$ cat src/rtl/xlat_pkg.sv
package xlat_pkg;
  localparam int unsigned BIT_PRES  = 0;
  localparam int unsigned BIT_WRT   = 1;
  localparam int unsigned BIT_USR   = 2;
  localparam int unsigned BIT_ACC   = 5;
  localparam int unsigned BIT_DIRTY = 6;
  localparam int unsigned BIT_BIG   = 7;
  localparam int unsigned BIT_RSV   = 21;

  typedef enum logic [1:0] {
    CAUSE_NP  = 2'd0,
    CAUSE_WP  = 2'd1,
    CAUSE_UP  = 2'd2,
    CAUSE_RSV = 2'd3
  } cause_e;

  typedef enum logic [2:0] {
    ST_IDLE = 3'd0,
    ST_DRD  = 3'd1,
    ST_DWB  = 3'd2,
    ST_TRD  = 3'd3,
    ST_TWB  = 3'd4,
    ST_RSP  = 3'd5
  } walk_st_e;
endpackage

$ cat src/rtl/xlat_rst_sync.sv
module xlat_rst_sync #(
  parameter int unsigned STAGES = 2
) (
  input  logic clk_i,
  input  logic rst_ni,
  output logic rst_no
);
  logic [STAGES-1:0] sync_q;

  always_ff @(posedge clk_i or negedge rst_ni) begin
    if (!rst_ni) sync_q <= '0;
    else         sync_q <= {sync_q[STAGES-2:0], 1'b1};
  end

  assign rst_no = sync_q[STAGES-1];
endmodule

$ cat src/rtl/xlat_ent_addr.sv
module xlat_ent_addr #(
  parameter int unsigned ADDR_W    = 32,
  parameter int unsigned PAGE_SH   = 12,
  parameter int unsigned IDX_W     = 10,
  parameter int unsigned ENT_BYTES = 4
) (
  input  logic [ADDR_W-PAGE_SH-1:0] base_i,
  input  logic [IDX_W-1:0]          idx_i,
  output logic [ADDR_W-1:0]         addr_o
);
  localparam int unsigned SH    = $clog2(ENT_BYTES);
  localparam int unsigned PAD_W = ADDR_W - IDX_W - SH;

  assign addr_o = {base_i, {PAGE_SH{1'b0}}} + {{PAD_W{1'b0}}, idx_i, {SH{1'b0}}};
endmodule

$ cat src/rtl/xlat_ent_eval.sv
module xlat_ent_eval
  import xlat_pkg::*;
#(
  parameter int unsigned ENT_W = 32
) (
  input  logic [ENT_W-1:0] ent_i,
  input  logic             dir_lvl_i,
  input  logic             wr_i,
  input  logic             usr_i,
  output logic             fault_o,
  output cause_e           cause_o,
  output logic             large_o,
  output logic [ENT_W-1:0] upd_o,
  output logic             chg_o
);
  logic leaf;

  always_comb begin
    large_o = dir_lvl_i & ent_i[BIT_BIG];
    leaf    = ~dir_lvl_i | large_o;
    fault_o = 1'b1;
    cause_o = CAUSE_NP;
    if (!ent_i[BIT_PRES]) begin
      cause_o = CAUSE_NP;
    end else if (large_o && ent_i[BIT_RSV]) begin
      cause_o = CAUSE_RSV;
    end else if (wr_i && !ent_i[BIT_WRT]) begin
      cause_o = CAUSE_WP;
    end else if (usr_i && !ent_i[BIT_USR]) begin
      cause_o = CAUSE_UP;
    end else begin
      fault_o = 1'b0;
    end
    upd_o = ent_i;
    upd_o[BIT_ACC] = 1'b1;
    if (leaf && wr_i) upd_o[BIT_DIRTY] = 1'b1;
    chg_o = (upd_o != ent_i);
  end
endmodule

$ cat src/rtl/xlat_paddr_form.sv
module xlat_paddr_form #(
  parameter int unsigned VA_W    = 32,
  parameter int unsigned PA_W    = 40,
  parameter int unsigned PAGE_SH = 12,
  parameter int unsigned BIG_SH  = 22,
  parameter int unsigned EXT_LO  = 13
) (
  input  logic [VA_W-1:0]   ent_i,
  input  logic [BIG_SH-1:0] voff_i,
  input  logic              large_i,
  output logic [PA_W-1:0]   paddr_o
);
  localparam int unsigned EXT_W = PA_W - VA_W;

  logic [PA_W-1:0] big_pa;
  logic [PA_W-1:0] small_pa;
  logic            unused_lo;

  assign big_pa    = {ent_i[EXT_LO+EXT_W-1:EXT_LO], ent_i[VA_W-1:BIG_SH], voff_i};
  assign small_pa  = {{EXT_W{1'b0}}, ent_i[VA_W-1:PAGE_SH], voff_i[PAGE_SH-1:0]};
  assign paddr_o   = large_i ? big_pa : small_pa;
  assign unused_lo = ^ent_i[EXT_LO-1:0];
endmodule

$ cat src/rtl/xlat_walker.sv
module xlat_walker
  import xlat_pkg::*;
#(
  parameter int unsigned VA_W    = 32,
  parameter int unsigned PA_W    = 40,
  parameter int unsigned PAGE_SH = 12,
  parameter int unsigned IDX_W   = 10
) (
  input  logic            clk_i,
  input  logic            rst_ni,
  input  logic            req_valid_i,
  output logic            req_ready_o,
  input  logic [VA_W-1:0] req_vaddr_i,
  input  logic            req_write_i,
  input  logic            req_user_i,
  input  logic [VA_W-1:0] root_ctrl_i,
  output logic            rsp_valid_o,
  input  logic            rsp_ready_i,
  output logic            rsp_fault_o,
  output logic [1:0]      rsp_cause_o,
  output logic [PA_W-1:0] rsp_paddr_o,
  output logic            mem_req_o,
  output logic            mem_we_o,
  output logic [VA_W-1:0] mem_addr_o,
  output logic [VA_W-1:0] mem_wdata_o,
  input  logic            mem_ack_i,
  input  logic [VA_W-1:0] mem_rdata_i
);
  localparam int unsigned BIG_SH = PAGE_SH + IDX_W;
  localparam int unsigned BASE_W = VA_W - PAGE_SH;

  logic rst_n_sync;

  walk_st_e           st_q, st_d;
  logic [BIG_SH-1:0]  voff_q;
  logic               wr_q, usr_q, lg_q, flt_q;
  cause_e             cause_q;
  logic [VA_W-1:0]    addr_q, ent_q;
  logic [PA_W-1:0]    pa_q, pa_d;

  logic ld_req, ld_addr, ld_ent, ld_pa, ld_flt;

  logic [BASE_W-1:0]  ag_base;
  logic [IDX_W-1:0]   ag_idx;
  logic [VA_W-1:0]    ag_addr;
  logic               ev_fault, ev_large, ev_chg;
  cause_e             ev_cause;
  logic [VA_W-1:0]    ev_upd;
  logic [PA_W-1:0]    pf_pa;
  logic               unused_root;

  assign unused_root = ^root_ctrl_i[PAGE_SH-1:0];

  xlat_rst_sync #(.STAGES(2)) u_rst (
    .clk_i  (clk_i),
    .rst_ni (rst_ni),
    .rst_no (rst_n_sync)
  );

  always_comb begin
    unique case (st_q)
      ST_IDLE: begin
        ag_base = root_ctrl_i[VA_W-1:PAGE_SH];
        ag_idx  = req_vaddr_i[VA_W-1:BIG_SH];
      end
      ST_DRD: begin
        ag_base = mem_rdata_i[VA_W-1:PAGE_SH];
        ag_idx  = voff_q[BIG_SH-1:PAGE_SH];
      end
      default: begin
        ag_base = ent_q[VA_W-1:PAGE_SH];
        ag_idx  = voff_q[BIG_SH-1:PAGE_SH];
      end
    endcase
  end

  xlat_ent_addr #(
    .ADDR_W(VA_W), .PAGE_SH(PAGE_SH), .IDX_W(IDX_W), .ENT_BYTES(4)
  ) u_addr (
    .base_i (ag_base),
    .idx_i  (ag_idx),
    .addr_o (ag_addr)
  );

  xlat_ent_eval #(.ENT_W(VA_W)) u_eval (
    .ent_i     (mem_rdata_i),
    .dir_lvl_i (st_q == ST_DRD),
    .wr_i      (wr_q),
    .usr_i     (usr_q),
    .fault_o   (ev_fault),
    .cause_o   (ev_cause),
    .large_o   (ev_large),
    .upd_o     (ev_upd),
    .chg_o     (ev_chg)
  );

  xlat_paddr_form #(
    .VA_W(VA_W), .PA_W(PA_W), .PAGE_SH(PAGE_SH), .BIG_SH(BIG_SH), .EXT_LO(13)
  ) u_pa (
    .ent_i   (mem_rdata_i),
    .voff_i  (voff_q),
    .large_i (ev_large),
    .paddr_o (pf_pa)
  );

  // next-state and load enables
  always_comb begin
    st_d    = st_q;
    ld_req  = 1'b0;
    ld_addr = 1'b0;
    ld_ent  = 1'b0;
    ld_pa   = 1'b0;
    ld_flt  = 1'b0;
    unique case (st_q)
      ST_IDLE: begin
        if (req_valid_i) begin
          ld_req  = 1'b1;
          ld_addr = 1'b1;
          st_d    = ST_DRD;
        end
      end
      ST_DRD: begin
        if (mem_ack_i) begin
          if (ev_fault) begin
            ld_flt = 1'b1;
            st_d   = ST_RSP;
          end else begin
            ld_ent = 1'b1;
            ld_pa  = ev_large;
            if (ev_chg) begin
              st_d = ST_DWB;
            end else if (ev_large) begin
              st_d = ST_RSP;
            end else begin
              ld_addr = 1'b1;
              st_d    = ST_TRD;
            end
          end
        end
      end
      ST_DWB: begin
        if (mem_ack_i) begin
          if (lg_q) begin
            st_d = ST_RSP;
          end else begin
            ld_addr = 1'b1;
            st_d    = ST_TRD;
          end
        end
      end
      ST_TRD: begin
        if (mem_ack_i) begin
          if (ev_fault) begin
            ld_flt = 1'b1;
            st_d   = ST_RSP;
          end else begin
            ld_ent = 1'b1;
            ld_pa  = 1'b1;
            st_d   = ev_chg ? ST_TWB : ST_RSP;
          end
        end
      end
      ST_TWB: begin
        if (mem_ack_i) st_d = ST_RSP;
      end
      ST_RSP: begin
        if (rsp_ready_i) st_d = ST_IDLE;
      end
      default: st_d = ST_IDLE;
    endcase
  end

  assign pa_d = ld_req ? '0 : pf_pa;

  // registers
  always_ff @(posedge clk_i or negedge rst_n_sync) begin
    if (!rst_n_sync) begin
      st_q    <= ST_IDLE;
      voff_q  <= '0;
      wr_q    <= 1'b0;
      usr_q   <= 1'b0;
      lg_q    <= 1'b0;
      flt_q   <= 1'b0;
      cause_q <= CAUSE_NP;
      addr_q  <= '0;
      ent_q   <= '0;
      pa_q    <= '0;
    end else begin
      st_q <= st_d;
      if (ld_req) begin
        voff_q <= req_vaddr_i[BIG_SH-1:0];
        wr_q   <= req_write_i;
        usr_q  <= req_user_i;
      end
      if (ld_addr) addr_q <= ag_addr;
      if (ld_ent) begin
        ent_q <= ev_upd;
        lg_q  <= ev_large;
      end
      if (ld_req || ld_pa) pa_q <= pa_d;
      if (ld_req) begin
        flt_q   <= 1'b0;
        cause_q <= CAUSE_NP;
      end else if (ld_flt) begin
        flt_q   <= 1'b1;
        cause_q <= ev_cause;
      end
    end
  end

  assign req_ready_o = (st_q == ST_IDLE);
  assign rsp_valid_o = (st_q == ST_RSP);
  assign rsp_fault_o = flt_q;
  assign rsp_cause_o = cause_q;
  assign rsp_paddr_o = pa_q;
  assign mem_req_o   = (st_q == ST_DRD) || (st_q == ST_DWB) ||
                       (st_q == ST_TRD) || (st_q == ST_TWB);
  assign mem_we_o    = (st_q == ST_DWB) || (st_q == ST_TWB);
  assign mem_addr_o  = addr_q;
  assign mem_wdata_o = ent_q;
endmodule

$ cat config.mk
export PLATFORM = sky130hd
export DESIGN_NAME = xlat_walker
export DESIGN_NICKNAME = d
export VERILOG_FILES = /design/src/rtl/xlat_pkg.sv /design/src/rtl/xlat_rst_sync.sv /design/src/rtl/xlat_ent_addr.sv /design/src/rtl/xlat_ent_eval.sv /design/src/rtl/xlat_paddr_form.sv /design/src/rtl/xlat_walker.sv
export SDC_FILE = /design/constraint.sdc
export NUM_CORES = 1
export LEC_CHECK = 0
export ABC_AREA = 1
export BUFFER_PORTS_ARGS = -buffer_cell sky130_fd_sc_hd__buf_2
export CAP_MARGIN = 25
export CORE_ASPECT_RATIO = 0.75
export CORE_MARGIN = 3
export CORE_UTILIZATION = 30
export CTS_CLUSTER_DIAMETER = 80
export CTS_CLUSTER_SIZE = 40
export DETAILED_ROUTE_END_ITERATION = 8
export PLACE_DENSITY_LB_ADDON = 0.25
export SLEW_MARGIN = 20
export SYNTH_ARGS = -nofsm -noshare
export SYNTH_HDL_FRONTEND = slang
export SYNTH_SLANG_ARGS = --single-unit
$ cat constraint.sdc
create_clock -name clk_i -period 4 [get_ports clk_i]
set_input_delay 0.8 -clock clk_i [delete_from_list [all_inputs] [get_ports clk_i]]
set_output_delay 0.8 -clock clk_i [all_outputs]
set_load 0.05 [all_outputs]
# After elaboration in Yosys (flattened, before gate mapping)

Cells that the tools add are included.

Shift-type cells: 0
Order comparisons: 0
Bitwise gates (word level): 3
Div/mod/pow operators: 0
Add/sub/neg operators: 1
Mux-type cells: 48
Equality and inequality tests: 12
Reductions and logical operators: 15
Multipliers: 0

Operators by type and width:

| operator                                                                 | count |
|---|---|
| 40-bit 2-to-1 mux                                                        | 2 |
| 20-bit case mux with 2 select lines                                      | 1 |
| 32-bit by 12-bit adder with 32-bit output                                | 1 |
| 3-bit 2-to-1 mux                                                         | 10 |
| 1-bit 2-to-1 mux                                                         | 25 |
| 3-bit case mux with 6 select lines                                       | 1 |
| 2-bit 2-to-1 mux                                                         | 6 |
| 10-bit 2-to-1 mux                                                        | 1 |
| 2-bit inequality test (second input constant)                            | 5 |
| 3-bit by 2-bit == test with 1-bit output (second input constant)         | 2 |
| 3-bit == test (second input constant)                                    | 2 |
| 6-bit AND reduction                                                      | 1 |
| 1-bit logical OR                                                         | 5 |
| 1-bit logical AND                                                        | 4 |
| 3-bit by 1-bit == test with 1-bit output (second input constant)         | 1 |
| 3-bit zero test                                                          | 1 |
| 1-bit case mux with 3 select lines                                       | 1 |
| 1-bit zero test                                                          | 2 |
| 2-bit by 1-bit inequality test with 1-bit output (second input constant) | 1 |
| 2-bit inequality test                                                    | 1 |
| 1-bit case mux with 2 select lines                                       | 1 |
| 2-bit nonzero test                                                       | 1 |
| 2-bit OR reduction                                                       | 1 |
| 1-bit AND                                                                | 1 |
| 2 further kinds                                                          | 2 |

Bits in writable memories: 0
Register bits after elaboration: 137
Bits in read-only memories: 0
Memories kept: 0
Word-level logic and storage cells: 90
Output and inout port bits: 111
Input bits: 103
Latch bits: 0

# Depth between registers and ports, before layout

Depth in word-level cells: 11
Mapped depth: 13

# Modules after synthesis

Synthesis repeated with hierarchy kept, for this count alone.

Cell total of the unflattened synthesis: 903
Area total of the unflattened synthesis: 6952.9 um2

Modules (own cells, without submodules):

| module          | sequential area each (um2) | cells each | area an instance (um2) | instances |
|---|---|---|---|---|
| xlat_walker     | 3378.2                     | 743        | 5948.2                 | 1 |
| xlat_paddr_form | 0.0                        | 71         | 377.9                  | 1 |
| xlat_ent_eval   | 0.0                        | 53         | 329.1                  | 1 |
| xlat_ent_addr   | 0.0                        | 33         | 244.0                  | 1 |
| xlat_rst_sync   | 50.0                       | 3          | 53.8                   | 1 |

# Least setup slack after synthesis

OpenSTA, ideal clock, no wires.

Path kind: flip-flop to output port
Start point: reg st_q[2]
End point: out rsp_valid_o
Arrival: 1590 ps
Data required time: 3200 ps
Path slack: 1610 ps
Stages on the path, launching flop included: 3
Cell sequence: dfrtp_1 -> inv_1 -> nor3_1

Cells in the longest elaborated chain, start to end: 1

RTL lines:

| item                   | line               | source |
|---|---|---|
| from (decl)            | xlat_walker.sv:34  | `walk_st_e st_q, st_d;` |
| from (signal assigned) | xlat_walker.sv:189 | `st_q <= st_d;` |
| 3-bit == test          | xlat_walker.sv:212 | `assign rsp_valid_o = (st_q == ST_RSP);` |
| to (decl)              | xlat_walker.sv:17  | `output logic rsp_valid_o,` |

Every way passes these cells.

# Worst setup path after layout

Start point: reg st_q[0]
End point: out mem_req_o

Cells in the longest elaborated chain, start to end: 4
Elaborated cells between the ends (all ways): 7
Classes of those cells: 4 x eq/ne; 3 x reduce/logical

RTL lines:

| item                                                                                                 | line               | source |
|---|---|---|
| 3-bit by 1-bit == test with 1-bit output or 3-bit by 2-bit == test with 1-bit output (tied branches) | xlat_walker.sv:216 | `assign mem_req_o = (st_q == ST_DRD) \|\| (st_q == ST_DWB) \|\|` |
| 1-bit logical OR (2 in series)                                                                       | xlat_walker.sv:216 |  |
| 1-bit logical OR *                                                                                   | xlat_walker.sv:217 | `(st_q == ST_TRD) \|\| (st_q == ST_TWB);` |
| to (decl)                                                                                            | xlat_walker.sv:22  | `output logic mem_req_o,` |

Every way passes the cells marked *; elsewhere a longest branch is shown, timed or not.

==> results.sh <==
export IMPL_status="complete, no violations"
export IMPL_slew_violations=0
export IMPL_wire_per_inst_um=16.76
export IMPL_nFillCells=2060
export IMPL_core_region_area_mm2=0.01949
export IMPL_grt_ovfl_total=0
export IMPL_yosysSeqAreaShare_pct=56.39
export IMPL_worstSetupStartpointType="flip-flop"
export IMPL_cts_max_level=4
export IMPL_syn_area_mm2=0.005991
export IMPL_tns_ns=0
export IMPL_cts_hold_buffers=0
export IMPL_clockBufferDepth=2
export IMPL_yosys_register_bits=135
export IMPL_grt_pass1_wl_um=30190
export IMPL_clkSlewWorstSetupHoldPaths_ns=0.06
export IMPL_cp_max_fo=38
export IMPL_viasPerCell=4.713
export IMPL_ios=214
export IMPL_drt_wl_total_um=19710
export IMPL_cap_violations=0
export IMPL_power_density_mw_per_mm2=965.1
export IMPL_hold_class="in2async"
export IMPL_die_x_um=169.2
export IMPL_slew_headroom_pct=47.30
export IMPL_clock_latency_ns=0.42
export IMPL_post_cts_buffers=0
export IMPL_worst_pin_slew_ns=0.7905
export IMPL_crit_start="st_q[0]"
export IMPL_r2r_slack_ns=1.44
export IMPL_endpoint_kind="output pin"
export IMPL_start_util_pct=30.74
export IMPL_synth_edf_count=0
export IMPL_synth_avg_cell_area_um2=8.240
export IMPL_drt_iter0_markers=473
export IMPL_cts_tree="built"
export IMPL_r2r_end="mem_addr_o[11]"
export IMPL_io_buffers=199
export IMPL_grt_max_degree=78
export IMPL_drive_gt1_share_pct=27.30
export IMPL_fin_crit_sh_pct=68.49
export IMPL_hpwl_um=13500
export IMPL_critPathKind="reg2out"
export IMPL_fmax_mhz=365.0
export IMPL_synthFlopType="dfrtp_1"
export IMPL_final_core_util_pct=39.64
export IMPL_antenna_found_initial=0
export IMPL_die_y_um=128.4
export IMPL_cts_sinks=135
export IMPL_dieArea_mm2=0.02172
export IMPL_cp_arrival_ns=1.94
export IMPL_routed_via_count=5543
export IMPL_synthCells=727
export IMPL_drc=0
export IMPL_yosys_area_top_type="dfrtp_1"
export IMPL_finalCriticalPeriod_ns=2.739
export IMPL_final_nets=1014
export IMPL_ys_types=25
export IMPL_leakagePower_nw=4.312
export IMPL_wl_met2_um=8437
export IMPL_cts_buffers=17
export IMPL_skew_ns=0.007424
export IMPL_grt_pass1_vias=5199
export IMPL_ir_drop_v=0.0004178
export IMPL_rr_worst_depth=9
export IMPL_rows=44
export IMPL_r2r_start="st_q[0]"
export IMPL_endpoint="mem_req_o"
export IMPL_drt_first_pass_iters=5
export IMPL_hold_violations=0
export IMPL_track_usage_pct=18.12
export IMPL_synth_common_cells="289 x nand2_1, 135 x dfrtp_1, 100 x nand3_1"
export IMPL_ant_nets=0
export IMPL_cts_resized=0
export IMPL_yosys_warnings=0
export IMPL_finalSetupViolCount=0
export IMPL_m1WireLength_um=9679
export IMPL_top_layer_used="met4"
export IMPL_finalWeightedCongestion=0.8029
export IMPL_cp_required_ns=3.20
export IMPL_synth_most_common_cell="nand2_1"
export IMPL_met3_length_um=1424
export IMPL_synthArstFlopShare_pct=100.0
export IMPL_synth_top_area_share_pct=56.39
export IMPL_root_buffer="clkbuf_16"
export IMPL_antennaDiodeCount=0
export IMPL_syn_to_final_growth_pct=28.95
export IMPL_rsz0062_at_grt="false"
export IMPL_synth_area_leaders="dfrtp_1 56%, nand2_1 18%, nand3_1 8.4%, o21ai_0 5.4%, inv_1 2.5%"
## routing by layer
metal / vias to the layer above / GRT usage (%)
li1: 2705 / -
met1: 2641 / 26.37
met2: 180 / 26.46
met3: 17 / 5.528
met4: 0 / 4.423
met5: - / 0
## stage by stage
stage	instance area, um^2	worst slack [ns]	instances	hold slack, ns	power, mW
after CTS	7725	1.217	1176	0.1387	7.541
after floorplan	5996	1.610	728	0.3311	5.014
after global placement	7182	1.258	1145	0.3341	6.007
after detailed placement	7182	1.262	1145	0.3455	6.046
final	7725	1.261	1176	0.1646	7.455
after global routing	7725	1.077	1176	0.1423	7.942
## layout make-up
class / count / area [um^2] / share of cell area (%)
Sequential cell: 135 / 3382 / 43.78
Multi-Input combinational cell: 502 / 2226 / 28.81
Timing Repair Buffer: 209 / 1084 / 14.03
Clock buffer: 22 / 464.2 / 6.009
Tap cell: 253 / 316.6 / 4.098
Inverter: 46 / 173.9 / 2.251
Clock inverter: 9 / 78.83 / 1.020
## report_power, final
part	switching [mW]	internal (mW)	leakage, nW
clock	0.579	0.879	0.266
combinational	2.89	0.868	2.31
sequential	0.340	1.90	1.74
total	3.81	3.64	4.31
## worst min-delay path by stage
| stage | start | end | slack [ns] | cells after the start |
|---|---|---|---|---|
| finish | rst_ni | u_rst.sync_q[1] | 0.16 | 1 |
| floorplan | u_rst.sync_q[0] | u_rst.sync_q[1] | 0.33 | 0 |
| global route | rst_ni | u_rst.sync_q[1] | 0.14 | 1 |
| global placement | u_rst.sync_q[0] | u_rst.sync_q[1] | 0.33 | 0 |
| CTS | rst_ni | u_rst.sync_q[1] | 0.14 | 1 |
| detailed placement | u_rst.sync_q[0] | u_rst.sync_q[1] | 0.35 | 0 |
## cell families (layout without fill, tap and decap cells)
logic type / after synthesis / count (layout) / share of synthesized area [%]
buffers and inverters: 91 / 286 / 6.516
and+or+nand+nor: 408 / 408 / 28.43
other: 2 / 3 / 0.1254
DFF: 135 / 135 / 56.39
AOI/OAI and AO/OA: 91 / 91 / 8.542
## placed cells by master (no fill, tap or decap), types with 2 or more instances in the layout
cell / n
nand3_1: 100
o21ai_0: 65
clkbuf_16: 17
dfrtp_1: 134
clkinvlp_4: 2
nor2_4: 2
inv_2: 5
o211ai_1: 20
clkbuf_8: 2
clkbuf_1: 3
buf_4: 9
nor2_1: 8
a21oi_1: 3
or2_2: 3
nand2_1: 289
nor3_1: 2
conb_1: 3
clkinv_2: 6
buf_2: 199
inv_1: 40
## critical path: stages, from the launching register on
cell and delay, ns:
dfrtp_1 0.42, inv_2 0.11, nor2_4 0.06, nand2_1 0.07
buf_4 0.36, nand2_1 0.09, inv_1 0.10, nand3_1 0.08
buf_2 0.22
## registers in the layout, summed over array words and instances, names as in the netlist
| signal | flops |
|---|---|
| wr_q | 1 |
| mem_addr_o | 30 |
| lg_q | 1 |
| mem_wdata_o | 32 |
| rsp_fault_o | 1 |
| u_rst.sync_q | 2 |
| rsp_cause_o | 2 |
| voff_q | 22 |
| rsp_paddr_o | 40 |
| st_q | 3 |
| usr_q | 1 |
No activity file was read; power rests on OpenSTA's default activity.
